$ cat src/rtl/octal_switch_pkg.sv
package octal_switch_pkg;
  // Strobes and levels handed from the control side to the datapath.
  typedef struct packed {
    logic shiftPulse;   // one cycle per detected serial clock rise
    logic serialBit;    // synchronized serial data
    logic loadLevel;    // synchronized strobe level (transparent load)
    logic loadRise;     // one cycle on strobe rising edge
    logic outEnable;    // synchronized, active-high enable
    logic thermalHold;  // global over-temperature shutdown
  } ctrlStrobes_t;
endpackage

$ cat src/rtl/osc_sync_bit.sv
module osc_sync_bit #(
  parameter int   STAGES    = 2,
  parameter logic RESET_VAL = 1'b0
) (
  input  logic clk,
  input  logic rstN,
  input  logic din,
  output logic dout
);
  logic [STAGES-1:0] pipe;

  always_ff @(posedge clk or negedge rstN) begin
    if (!rstN) pipe <= {STAGES{RESET_VAL}};
    else       pipe <= {pipe[STAGES-2:0], din};
  end

  assign dout = pipe[STAGES-1];
endmodule

$ cat src/rtl/osc_control.sv
module osc_control
  import octal_switch_pkg::*;
#(
  parameter int TEMP_W      = 8,
  parameter int TRIP_C      = 155,
  parameter int RELEASE_C   = 145,
  parameter int SYNC_STAGES = 2
) (
  input  logic              clk,
  input  logic              rstN,
  input  logic              sckIn,
  input  logic              siIn,
  input  logic              strIn,
  input  logic              enN,
  input  logic [TEMP_W-1:0] tempCode,
  output ctrlStrobes_t      ctrl
);
  localparam int N_SYNC = 4;
  localparam logic [N_SYNC-1:0] SYNC_RST = 4'b0001;  // enable pin resets inactive
  localparam logic [TEMP_W-1:0] TRIP_T = TEMP_W'(TRIP_C);
  localparam logic [TEMP_W-1:0] REL_T  = TEMP_W'(RELEASE_C);

  logic [N_SYNC-1:0] rawIn, syncOut;
  assign rawIn = {sckIn, siIn, strIn, enN};

  for (genvar g = 0; g < N_SYNC; g++) begin : g_sync
    osc_sync_bit #(.STAGES(SYNC_STAGES), .RESET_VAL(SYNC_RST[g])) u_sync (
      .clk (clk), .rstN(rstN), .din(rawIn[g]), .dout(syncOut[g])
    );
  end

  logic sckSync, siSync, strSync, enNSync;
  assign {sckSync, siSync, strSync, enNSync} = syncOut;

  logic sckPrev, strPrev, hotReg;
  logic [TEMP_W-1:0] tempReg;

  always_ff @(posedge clk or negedge rstN) begin
    if (!rstN) begin
      sckPrev <= 1'b0;
      strPrev <= 1'b0;
      tempReg <= '0;
      hotReg  <= 1'b0;
    end else begin
      sckPrev <= sckSync;
      strPrev <= strSync;
      tempReg <= tempCode;
      if (tempReg >= TRIP_T)     hotReg <= 1'b1;
      else if (tempReg < REL_T)  hotReg <= 1'b0;
    end
  end

  always_comb begin
    ctrl.shiftPulse  = sckSync & ~sckPrev;
    ctrl.serialBit   = siSync;
    ctrl.loadLevel   = strSync;
    ctrl.loadRise    = strSync & ~strPrev;
    ctrl.outEnable   = ~enNSync;
    ctrl.thermalHold = hotReg;
  end

  // a code at or above the trip point enters shutdown next cycle
  p_trip_enter_r9: assert property (@(posedge clk) disable iff (!rstN)
    (tempReg >= TRIP_T) |=> hotReg);
  // inside the hysteresis band the shutdown state is kept
  p_band_hold_r9: assert property (@(posedge clk) disable iff (!rstN)
    (tempReg >= REL_T && tempReg < TRIP_T) |=> (hotReg == $past(hotReg)));
  // one shift pulse per serial clock rise, never two in a row
  p_single_pulse_r1: assert property (@(posedge clk) disable iff (!rstN)
    ctrl.shiftPulse |=> !ctrl.shiftPulse);
endmodule

$ cat src/rtl/osc_datapath.sv
module osc_datapath
  import octal_switch_pkg::*;
#(
  parameter int CH = 8
) (
  input  logic          clk,
  input  logic          rstN,
  input  ctrlStrobes_t  ctrl,
  input  logic [CH-1:0] ocDet,
  output logic [CH-1:0] drive,
  output logic          soOut,
  output logic          fltN
);
  logic [CH-1:0] shiftReg, bufReg, ocLatch, channelLive;

  always_ff @(posedge clk or negedge rstN) begin
    if (!rstN) begin
      shiftReg <= '0;
      bufReg   <= '0;
    end else begin
      if (ctrl.shiftPulse) shiftReg <= {shiftReg[CH-2:0], ctrl.serialBit};
      if (ctrl.loadLevel)  bufReg   <= shiftReg;
    end
  end

  assign channelLive = bufReg & {CH{ctrl.outEnable & ~ctrl.thermalHold}};

  for (genvar i = 0; i < CH; i++) begin : g_oc
    always_ff @(posedge clk or negedge rstN) begin
      if (!rstN)                           ocLatch[i] <= 1'b0;
      else if (ocDet[i] && channelLive[i]) ocLatch[i] <= 1'b1;  // set wins
      else if (ctrl.loadRise)              ocLatch[i] <= 1'b0;
    end
  end

  assign drive = channelLive & ~ocLatch;
  assign soOut = shiftReg[CH-1];
  assign fltN  = ~(|ocLatch);

  // the synchronized serial bit lands in stage 0
  p_shift_in_r1: assert property (@(posedge clk) disable iff (!rstN)
    ctrl.shiftPulse |=> (shiftReg[0] == $past(ctrl.serialBit)));
  // the serial output carries the old next-to-last stage after a shift
  p_so_chain_r2: assert property (@(posedge clk) disable iff (!rstN)
    ctrl.shiftPulse |=> (soOut == $past(shiftReg[CH-2])));
  // the buffer holds while the strobe is low
  p_buf_hold_r3: assert property (@(posedge clk) disable iff (!rstN)
    !ctrl.loadLevel |=> $stable(bufReg));
  // a latch never clears without a strobe edge
  p_latch_sticky_r6: assert property (@(posedge clk) disable iff (!rstN)
    !ctrl.loadRise |=> ((ocLatch & $past(ocLatch)) == $past(ocLatch)));
  // a strobe edge with no detect pending clears every latch
  p_latch_clear_r7: assert property (@(posedge clk) disable iff (!rstN)
    (ctrl.loadRise && ocDet == '0) |=> (ocLatch == '0));
endmodule

$ cat src/rtl/octal_switch_ctrl.sv
module octal_switch_ctrl
  import octal_switch_pkg::*;
#(
  parameter int CH        = 8,
  parameter int TEMP_W    = 8,
  parameter int TRIP_C    = 155,
  parameter int RELEASE_C = 145
) (
  input  logic              clk,
  input  logic              rstN,
  input  logic              sckIn,
  input  logic              siIn,
  input  logic              strIn,
  input  logic              enN,
  input  logic [CH-1:0]     ocDet,
  input  logic [TEMP_W-1:0] tempCode,
  output logic [CH-1:0]     drive,
  output logic              soOut,
  output logic              fltN
);
  ctrlStrobes_t ctrl;

  osc_control #(.TEMP_W(TEMP_W), .TRIP_C(TRIP_C), .RELEASE_C(RELEASE_C),
                .SYNC_STAGES(2)) u_control (
    .clk(clk), .rstN(rstN), .sckIn(sckIn), .siIn(siIn), .strIn(strIn),
    .enN(enN), .tempCode(tempCode), .ctrl(ctrl)
  );

  osc_datapath #(.CH(CH)) u_datapath (
    .clk(clk), .rstN(rstN), .ctrl(ctrl), .ocDet(ocDet),
    .drive(drive), .soOut(soOut), .fltN(fltN)
  );

  // no channel is driven while the enable is inactive
  p_enable_off_r5: assert property (@(posedge clk) disable iff (!rstN)
    !ctrl.outEnable |-> (drive == '0));
  // no channel is driven during thermal shutdown
  p_thermal_off_r9: assert property (@(posedge clk) disable iff (!rstN)
    ctrl.thermalHold |-> (drive == '0));
  // thermal shutdown entry alone does not pull the fault flag low
  p_flag_not_thermal_r8: assert property (@(posedge clk) disable iff (!rstN)
    ($rose(ctrl.thermalHold) && $past(fltN)) |-> fltN);
endmodule

$ cat config.mk
export PLATFORM = sky130hd
export DESIGN_NAME = octal_switch_ctrl
export DESIGN_NICKNAME = d
export VERILOG_FILES = /design/src/rtl/octal_switch_pkg.sv /design/src/rtl/osc_sync_bit.sv /design/src/rtl/osc_control.sv /design/src/rtl/osc_datapath.sv /design/src/rtl/octal_switch_ctrl.sv
export SDC_FILE = /design/constraint.sdc
export NUM_CORES = 1
export LEC_CHECK = 0
export ABC_AREA = 1
export BUFFER_PORTS_ARGS = -buffer_cell sky130_fd_sc_hd__buf_2
export CAP_MARGIN = 15
export CORE_MARGIN = 3
export CORE_UTILIZATION = 48
export CTS_CLUSTER_DIAMETER = 200
export DETAILED_ROUTE_END_ITERATION = 10
export PLACE_DENSITY = 0.76
export SYNTH_ARGS = -nofsm -noshare
export SYNTH_HDL_FRONTEND = slang
export SYNTH_HIERARCHICAL = 1
export SYNTH_SLANG_ARGS = --single-unit
$ cat constraint.sdc
create_clock -name clk -period 0.92 [get_ports clk]
set_input_delay 0.184 -clock clk [delete_from_list [all_inputs] [get_ports clk]]
set_output_delay 0.184 -clock clk [all_outputs]
set_load 0.02 [all_outputs]
==> out/metrics.cfg <==
[critical_path]
cp-end-kind=output pin
r2r_slack_ns=-0.08
path_buf_inv=2
reg2reg_to=u_datapath/ocLatch[6]
r2r_cells=4
required_ns=0.74
worstPathCellList=inv_8 > nand2_8 > nor3_4 > buf_6
cp_slowest_cell=dfrtp_2
worstPathMaxFanout=8
r2r-start=u_control/g_sync[0].u_sync/pipe[1]
path_class=reg -> out
cp-start-kind=flip-flop
critPathMaxStageDelay_ns=0.46
arrival_ns=1.27
critPathTopFamily=flip-flops

[timing]
slew_violations=0
period_share_pct=158
skew_ns=0.0118
max_freq_mhz=688
finalSetupViolCount=25
worst_slew_pin_slew_ns=0.230
relSlewSlack_pct=84.5
rsz0062_at_grt=true
min_period_ns=1.45
hold_violations=0
fin_ws_ns=-0.534

[synth]
syn_area_um2=1600
synthCells=156
synth_area_leaders=dfrtp_1, nand2_1, inv_1
ys_ff_latch=43
ys_warn_count=6
synth_cell_types=14
yosysSeqAreaShare_pct=67.5
synth_top_area_share_pct=64.2
synth_nets=178
synth.avg_cell_area_um2=10.2
synth_top_area_cell=dfrtp_1

[floorplanning]
fp.dieW_um=63.7
boundaryPins=32
coreArea_um2=3100
floorplan.die_area_um2=4060
die_h_um=63.7
row_count=20
initial_core_util_pct=51.5

[final_layout]
final_common_cell=dfrtp_1
fin_nets=245
layout_common_cells=dfrtp_1, nand2_1, buf_2
fin_cells=268
fill_cells=191
insertedDiodeCount=0
syn2layout_area_growth_pct=53.2
drive_gt1_share_pct=44.2

[pwr]
p_seq_share_pct=49.5
leakage_nw=1.20
pwr-share-comb_pct=24.3
power_switching_w=0.00131
power.total_w=0.00460
irDropWorstVdd_uv=1200
p_int_w=0.00329
power.density_nw_per_um2=1880
p_clk_share_pct=26.3
p_sw_share_pct=28.4

[detailed_routing]
drc_errors=0
postRouteWirelength_um=3540
drt_iter0_drc=80
vias_per_cell=4.84
postRouteAntennaNets=0
vias=1297
wl_per_cell_um=13.2
first_pass_iters=4

[clocking]
cts_tree=yes
clock_latency_ns=0.33
clkTransAtPathRegs_ns=0.13
clk_path_buf_depth=2
clock_sinks=43
htree_levels=2
cts-root-buf=clkbuf_4
cts_buffers=5

[hold_path]
holdPathEnd=u_datapath/ocLatch[7]
min_from=ocDet[7]
worstHoldPathType=in -> reg
hold_depth=3

[global_route]
grt_pass1_wl_um=5950
track_usage_pct=19.0
grt_pass1_vias=1252
overflow=0
antenna_found_initial=0
grt_start_max_net_pins=44

[outcome]
outcome=complete, but fails checks
violations=setup timing

[placed_design]
port_buffers=31
gpl.final_weighted_congestion=0.771
hpwlAfterDp_um=2070
placed_cells_incl_taps=236

[flow_run]
cap_violations=0

==> flip-flops by register name, indices dropped and copies added (netlist names) <==
name / count
u_control/strPrev: 1
u_control/sckPrev: 1
u_datapath/ocLatch: 8
u_control/g_sync.u_sync/pipe: 8
u_datapath/bufReg: 8
u_control/hotReg: 1
u_datapath/shiftReg: 8
u_control/tempReg: 8
==> power groups by stage <==
| stage | Clock, W | Combinational (W) | Sequential (W) |
|---|---|---|---|
| global placement | 0 | 0.000705 | 0.00230 |
| finish | 0.00121 | 0.00112 | 0.00227 |
| CTS | 0.00122 | 0.000996 | 0.00223 |
| global route | 0.00134 | 0.00122 | 0.00230 |
| floorplan | 0 | 0.000461 | 0.00229 |
| detailed placement | 0 | 0.000731 | 0.00231 |
==> through the flow <==
| step | setup slack (ns) | hold WS (ns) | area, um2 | setup TNS (ns) | util (%) |
|---|---|---|---|---|---|
| after floorplan | -0.214 | -0.112 | 1720 | -1.26 | - |
| after global placement | -0.233 | 0.166 | 1980 | -2.36 | 63.8 |
| after detailed placement | -0.264 | 0.173 | 1980 | -2.68 | 63.8 |
| after CTS | -0.550 | 0.0798 | 2340 | -5.19 | 75.5 |
| after global routing | -0.604 | 0.0642 | 2450 | -6.52 | 78.9 |
| final | -0.534 | 0.0831 | 2450 | -5.15 | 78.9 |
==> logic make-up (layout without fill, tap and decap cells) <==
| family | count (synthesis) | in the layout | synth area share, % |
|---|---|---|---|
| compound gates | 17 | 17 | 5.32 |
| buf+inv | 27 | 95 | 8.22 |
| flops | 43 | 43 | 67.5 |
| simple gates | 69 | 69 | 19.0 |
==> cell usage after synthesis (all sizes together) <==
cell type / instances
a21oi: 3
buf: 6
dfrtp: 41
dfstp: 2
inv: 21
nand2: 38
nand3: 1
nand4: 8
nor2: 14
nor3: 8
o21ai: 14
==> area by class of cell <==
cell class | instances | area, um2 | share of cell area (%)
timing repair buffer | 66 | 559 | 22.8
inverter | 21 | 88.8 | 3.63
clock inverter | 2 | 35.0 | 1.43
clock buffer | 6 | 51.3 | 2.10
multi-input combinational | 86 | 579 | 23.7
tap | 44 | 55.1 | 2.25
sequential | 43 | 1080 | 44.1
==> layer usage <==
layer | part of all wire (%) | global-route usage (%) | vias up | wire length, um
met2 | 55 | 32.2 | 46 | 1940
met3 | 5.3 | 4.99 | 6 | 189
met4 | 1.1 | 6.47 | 0 | 39
met1 | 39 | 23.6 | 622 | 1370
li1 | - | - | 623 | -
met5 | 0 | 0 | - | 0
==> worst max-delay path by stage <==
| stage | from | endpoint | cells after the start |
|---|---|---|---|
| 2_1_floorplan | u_control/hotReg | drive[0] | 4 |
| 3_3_place_gp | u_control/g_sync[0].u_sync/pipe[1] | drive[0] | 4 |
| 3_5_place_dp | u_control/g_sync[0].u_sync/pipe[1] | drive[0] | 4 |
| 4_1_cts | u_control/hotReg | drive[5] | 4 |
| 5_1_grt | u_control/hotReg | drive[5] | 4 |
| 6_report | u_control/hotReg | drive[6] | 4 |
==> tightest hold or removal path, delay by kind of cell <==
kind / cells / cell delay, ns
simple gates: 2 / 0.11
buf+inv: 1 / 0.10
==> timing repair <==
item / in CTS / in global routing
hold buffers: 13 / 0
endpoints found under the setup margin: 19 / 30
gates resized for setup: 24 / 35
cloned: 0 / 1
pin swaps: 16 / 15
endpoints found under the hold margin: 53 / 0
setup buffers: 10 / 0
Power figures use the tool's default switching activity.
